**config.mk**
```make
export PLATFORM = sky130hd
export DESIGN_NAME = alarm_match_unit
export DESIGN_NICKNAME = d
export VERILOG_FILES = /design/src/rtl/alm_pkg.sv /design/src/rtl/alm_field_cmp.sv /design/src/rtl/alm_match_combine.sv /design/src/rtl/alm_flag_reg.sv /design/src/rtl/alarm_match_unit.sv
export SDC_FILE = /design/constraint.sdc
export NUM_CORES = 1
export LEC_CHECK = 0
export ABC_AREA = 0
export BUFFER_PORTS_ARGS = -buffer_cell sky130_fd_sc_hd__buf_2
export CORE_UTILIZATION = 28
export CTS_BUF_LIST = sky130_fd_sc_hd__clkbuf_16
export CTS_CLUSTER_SIZE = 28
export DETAILED_ROUTE_END_ITERATION = 16
export PLACE_DENSITY_LB_ADDON = 0.08
export SYNTH_ARGS = -nofsm -noshare
export SYNTH_HDL_FRONTEND = slang
export SYNTH_HIERARCHICAL = 1
export SYNTH_SLANG_ARGS = --single-unit
```
**constraint.sdc**
```tcl
create_clock -name clk -period 1.2 [get_ports clk]
set_input_delay 0.18 -clock clk [delete_from_list [all_inputs] [get_ports clk]]
set_output_delay 0.18 -clock clk [all_outputs]
set_load 0.005 [all_outputs]
```
**src/rtl/alm_pkg.sv**
```systemverilog
package alm_pkg;
  parameter int ALM_FW = 8;
  parameter int ALM_NF = 4;

  localparam int F_SEC  = 0;
  localparam int F_MIN  = 1;
  localparam int F_HOUR = 2;
  localparam int F_DATE = 3;

  function automatic logic field_hit_f(input logic [ALM_FW-1:0] cur,
                                       input logic [ALM_FW-1:0] alm,
                                       input logic skip);
    return skip | (cur == alm);
  endfunction

  function automatic logic flag_next_f(input logic flag,
                                       input logic set_ev,
                                       input logic rd);
    return set_ev | (flag & ~rd);
  endfunction
endpackage

```
**src/rtl/alm_field_cmp.sv**
```systemverilog
module alm_field_cmp import alm_pkg::*; #(
  parameter int FW = ALM_FW
) (
  input  logic [FW-1:0] cur,
  input  logic [FW-1:0] alm,
  input  logic          skip,
  output logic          hit
);
  always_comb hit = field_hit_f(cur, alm, skip);
endmodule

```
**src/rtl/alm_match_combine.sv**
```systemverilog
module alm_match_combine #(
  parameter int NF = 4
) (
  input  logic [NF-1:0] field_hit,
  input  logic [NF-1:0] skip_mask,
  output logic          all_skipped,
  output logic          alarm_hit
);
  always_comb begin
    all_skipped = &skip_mask;
    alarm_hit   = ~all_skipped & (&field_hit);
  end
endmodule

```
**src/rtl/alm_flag_reg.sv**
```systemverilog
module alm_flag_reg import alm_pkg::*; (
  input  logic clk,
  input  logic rst_n,
  input  logic set_ev,
  input  logic rd,
  output logic flag
);
  always_ff @(posedge clk or negedge rst_n) begin
    if (!rst_n) flag <= 1'b0;
    else        flag <= flag_next_f(flag, set_ev, rd);
  end
endmodule

```
**src/rtl/alarm_match_unit.sv**
```systemverilog
module alarm_match_unit import alm_pkg::*; #(
  parameter int FW = ALM_FW
) (
  input  logic          clk,
  input  logic          rst_n,
  input  logic          sec_tick,
  input  logic [FW-1:0] cur_sec,
  input  logic [FW-1:0] cur_min,
  input  logic [FW-1:0] cur_hour,
  input  logic [FW-1:0] cur_date,
  input  logic [FW-1:0] alm_sec,
  input  logic [FW-1:0] alm_min,
  input  logic [FW-1:0] alm_hour,
  input  logic [FW-1:0] alm_date,
  input  logic [3:0]    skip_mask,
  input  logic          irq_en,
  input  logic          flags_rd,
  output logic          alarm_flag,
  output logic          irq
);
  localparam int NF = ALM_NF;

  logic [NF*FW-1:0] cur_flat;
  logic [NF*FW-1:0] alm_flat;
  logic [NF-1:0]    field_hit;
  logic             all_skipped;
  logic             alarm_hit;
  logic             flag_set;

  assign cur_flat = {cur_date, cur_hour, cur_min, cur_sec};
  assign alm_flat = {alm_date, alm_hour, alm_min, alm_sec};

  for (genvar g = 0; g < NF; g++) begin : g_field
    alm_field_cmp #(.FW(FW)) u_cmp (
      .cur  (cur_flat[g*FW +: FW]),
      .alm  (alm_flat[g*FW +: FW]),
      .skip (skip_mask[g]),
      .hit  (field_hit[g])
    );
  end

  alm_match_combine #(.NF(NF)) u_comb (
    .field_hit   (field_hit),
    .skip_mask   (skip_mask),
    .all_skipped (all_skipped),
    .alarm_hit   (alarm_hit)
  );

  assign flag_set = sec_tick & alarm_hit;

  alm_flag_reg u_flag (
    .clk    (clk),
    .rst_n  (rst_n),
    .set_ev (flag_set),
    .rd     (flags_rd),
    .flag   (alarm_flag)
  );

  assign irq = alarm_flag & irq_en;
endmodule

```
==> reports/metrics.yaml <==
top_register: "u_flag/flag"
finalCritPeriodShare_pct: 113
ys_ff_latch: 1
setup.worst_path.end_class: "flip-flop"
wl_um: 1210
crit_required_ps: 1140
drive_above_1_share_pct: 60.6
synth_area_leaders: "xor2_1 (49%), xnor2_1 (16%), a41o_1 (9.2%)"
hold_ws_ps: 454
outcome: "complete, but fails checks"
synth_cells: 52
reg_top3: "u_flag/flag x1"
final.setup.worst_slack_ps: -157
design_area_um2: 857
fmax_mhz: 737
met1_length_um: 414
final_hold_viol_count: 0
top_layer_used: "met3"
post-route-min-period_ps: 1360
power_w: 0.000284
postRouteAntennaNets: 0
postCtsSetupBuffers: 0
path_max_fanout: 1
drtPass1Iterations: 2
synth_top_area_share_pct: 48.6
rsz0062_at_grt: "yes"
setup_violations: 1
cp-start-kind: "input port"
syn_to_final_growth_pct: 98.0
portBuffers: 74
worst_hold_path_type: "input port to flip-flop"
drc_errors: 0
maxCapViolCount: 0
syn-cell-area_um2: 433
track_usage_pct: 12.0
die_x_um: 41.3
dr_wl_met2_um: 664
wl_per_cell_um: 8.54
vias_per_cell: 4.41
dr_wl_met3_um: 134
power_density_nw_per_um2: 332
crit_type: "input port to flip-flop"
p_leak_nw: 0.506
nFillCells: 125
violations: "setup timing"
antenna_found_initial: 0
synth_top_area_cell: "xor2_1"
vias: 626
die_area_um2: 1710
grt_pass1_vias: 423
nets: 202
fin_worst_skew_ps: 0
clk_pin_slew_ps: 0
dp_hpwl_um: 1140
dp_cells: 141
dpl_cell_area_um2: 822
rows: 13
grt_overflow: 0
clk_latency_ps: 0
synth_fp_nets: 125
worstMarginPinSlew_ps: 254
fin_cells: 142
die_h_um: 41.3
grt_pass1_wl_um: 1440
largest_reg_flops: 1
timing.max_slew.rel_slack_pct: 82.9
crit_arrival_ps: 1290
drt_iter0_markers: 2
synth_cell_types: 12
dp_slack_ps: -246
ioPinCount: 75
ir_drop_mv: 0.170
start_util_pct: 31.7
gp_congestion: 0.621
coreArea_um2: 1370
synth_area_per_cell_um2: 8.33
yosysSeqAreaShare_pct: 5.78
diodes: 0
final_max_slew_viol_count: 0
grt_max_degree: 4
yosysWarnings: 6
## cell families after synthesis
| logic type | count (synthesis) | synth area share [%] |
|---|---|---|
| AO/OA/AOI/OAI | 5 | 11.0 |
| XOR/XNOR | 32 | 64.7 |
| buffers and inverters | 1 | 0.866 |
| flip-flops | 1 | 5.78 |
| AND/OR/NAND/NOR | 13 | 17.6 |
## metrics by stage
| step | util [%] | setup TNS (ps) |
|---|---|---|
| finish | 62.7 | -157 |
| global route | 62.7 | -269 |
| CTS | 62.7 | -178 |
| detailed placement | 60.2 | -246 |
| global placement | 60.2 | -179 |
| floorplan | - | 0 |
## synthesized netlist by cell type (all sizes together)
master  number
nor4         4
inv          1
xnor2        8
a21o         1
and2         2
a41o         4
nor2         5
nand4        1
and4         1
dfrtp        1
xor2        24
## per-layer routing
metal / GRT usage, % / up-vias
li1: - / 330
met1: 11.4 / 258
met2: 28.1 / 38
met3: 0.532 / 0
met4: 0 / 0
met5: 0 / -
## final cells by class
class / instances / area, µm² / area share, %
well taps: 15 / 18.8 / 2.19
multi-input cells: 50 / 410 / 47.9
flip-flops and latches: 1 / 25.0 / 2.92
repair buffers: 75 / 399 / 46.6
inverters: 1 / 3.75 / 0.438
## critical path, cell delays in order
cell     delay (ps)
buf_2           110
xor2_1          130
nor4_1          290
a41o_1          210
nand4_1         110
nor2_2           80
and2_1          120
a21o_1           70
## report_power, final
part           switching, W  total (W)  internal (W)
clock network             0          0             0
logic             0.0000914   0.000248      0.000156
registers       0.000000858  0.0000364     0.0000356
total             0.0000922   0.000284      0.000192
## what timing repair did
action,4_1_cts,5_1_grt
setup endpoints to repair,1,1
pin swaps,8,0
hold endpoints to repair,1,0
resized for setup,4,0
hold buffers,1,0
## path summary, 6_finish.rpt
path                                            start                    end  slack, ps  depth (start not counted)
worst min-delay path                         flags_rd  u_flag/flag$_DFF_PN0_        450                          3
worst max register to register  u_flag/flag$_DFF_PN0_  u_flag/flag$_DFF_PN0_        560                          1
max in group asynchronous                       rst_n  u_flag/flag$_DFF_PN0_        610                          2
min in group asynchronous                       rst_n  u_flag/flag$_DFF_PN0_        500                          2
worst max-delay path                      cur_hour[0]  u_flag/flag$_DFF_PN0_       -160                          8
worst min register to register  u_flag/flag$_DFF_PN0_  u_flag/flag$_DFF_PN0_        490                          1
## cells in the final DEF (no fill, tap or decap)
cell / instances
nor4_2: 1
xnor2_1: 8
nor2_2: 1
inv_1: 1
nor4_1: 3
and2_1: 2
dlygate4sd3_1: 1
dfrtp_1: 1
a21o_1: 1
buf_6: 3
nor2_1: 4
xor2_1: 24
a41o_1: 4
nand4_1: 1
and4_4: 1
buf_2: 71
No activity file was read; power rests on OpenSTA's default activity.
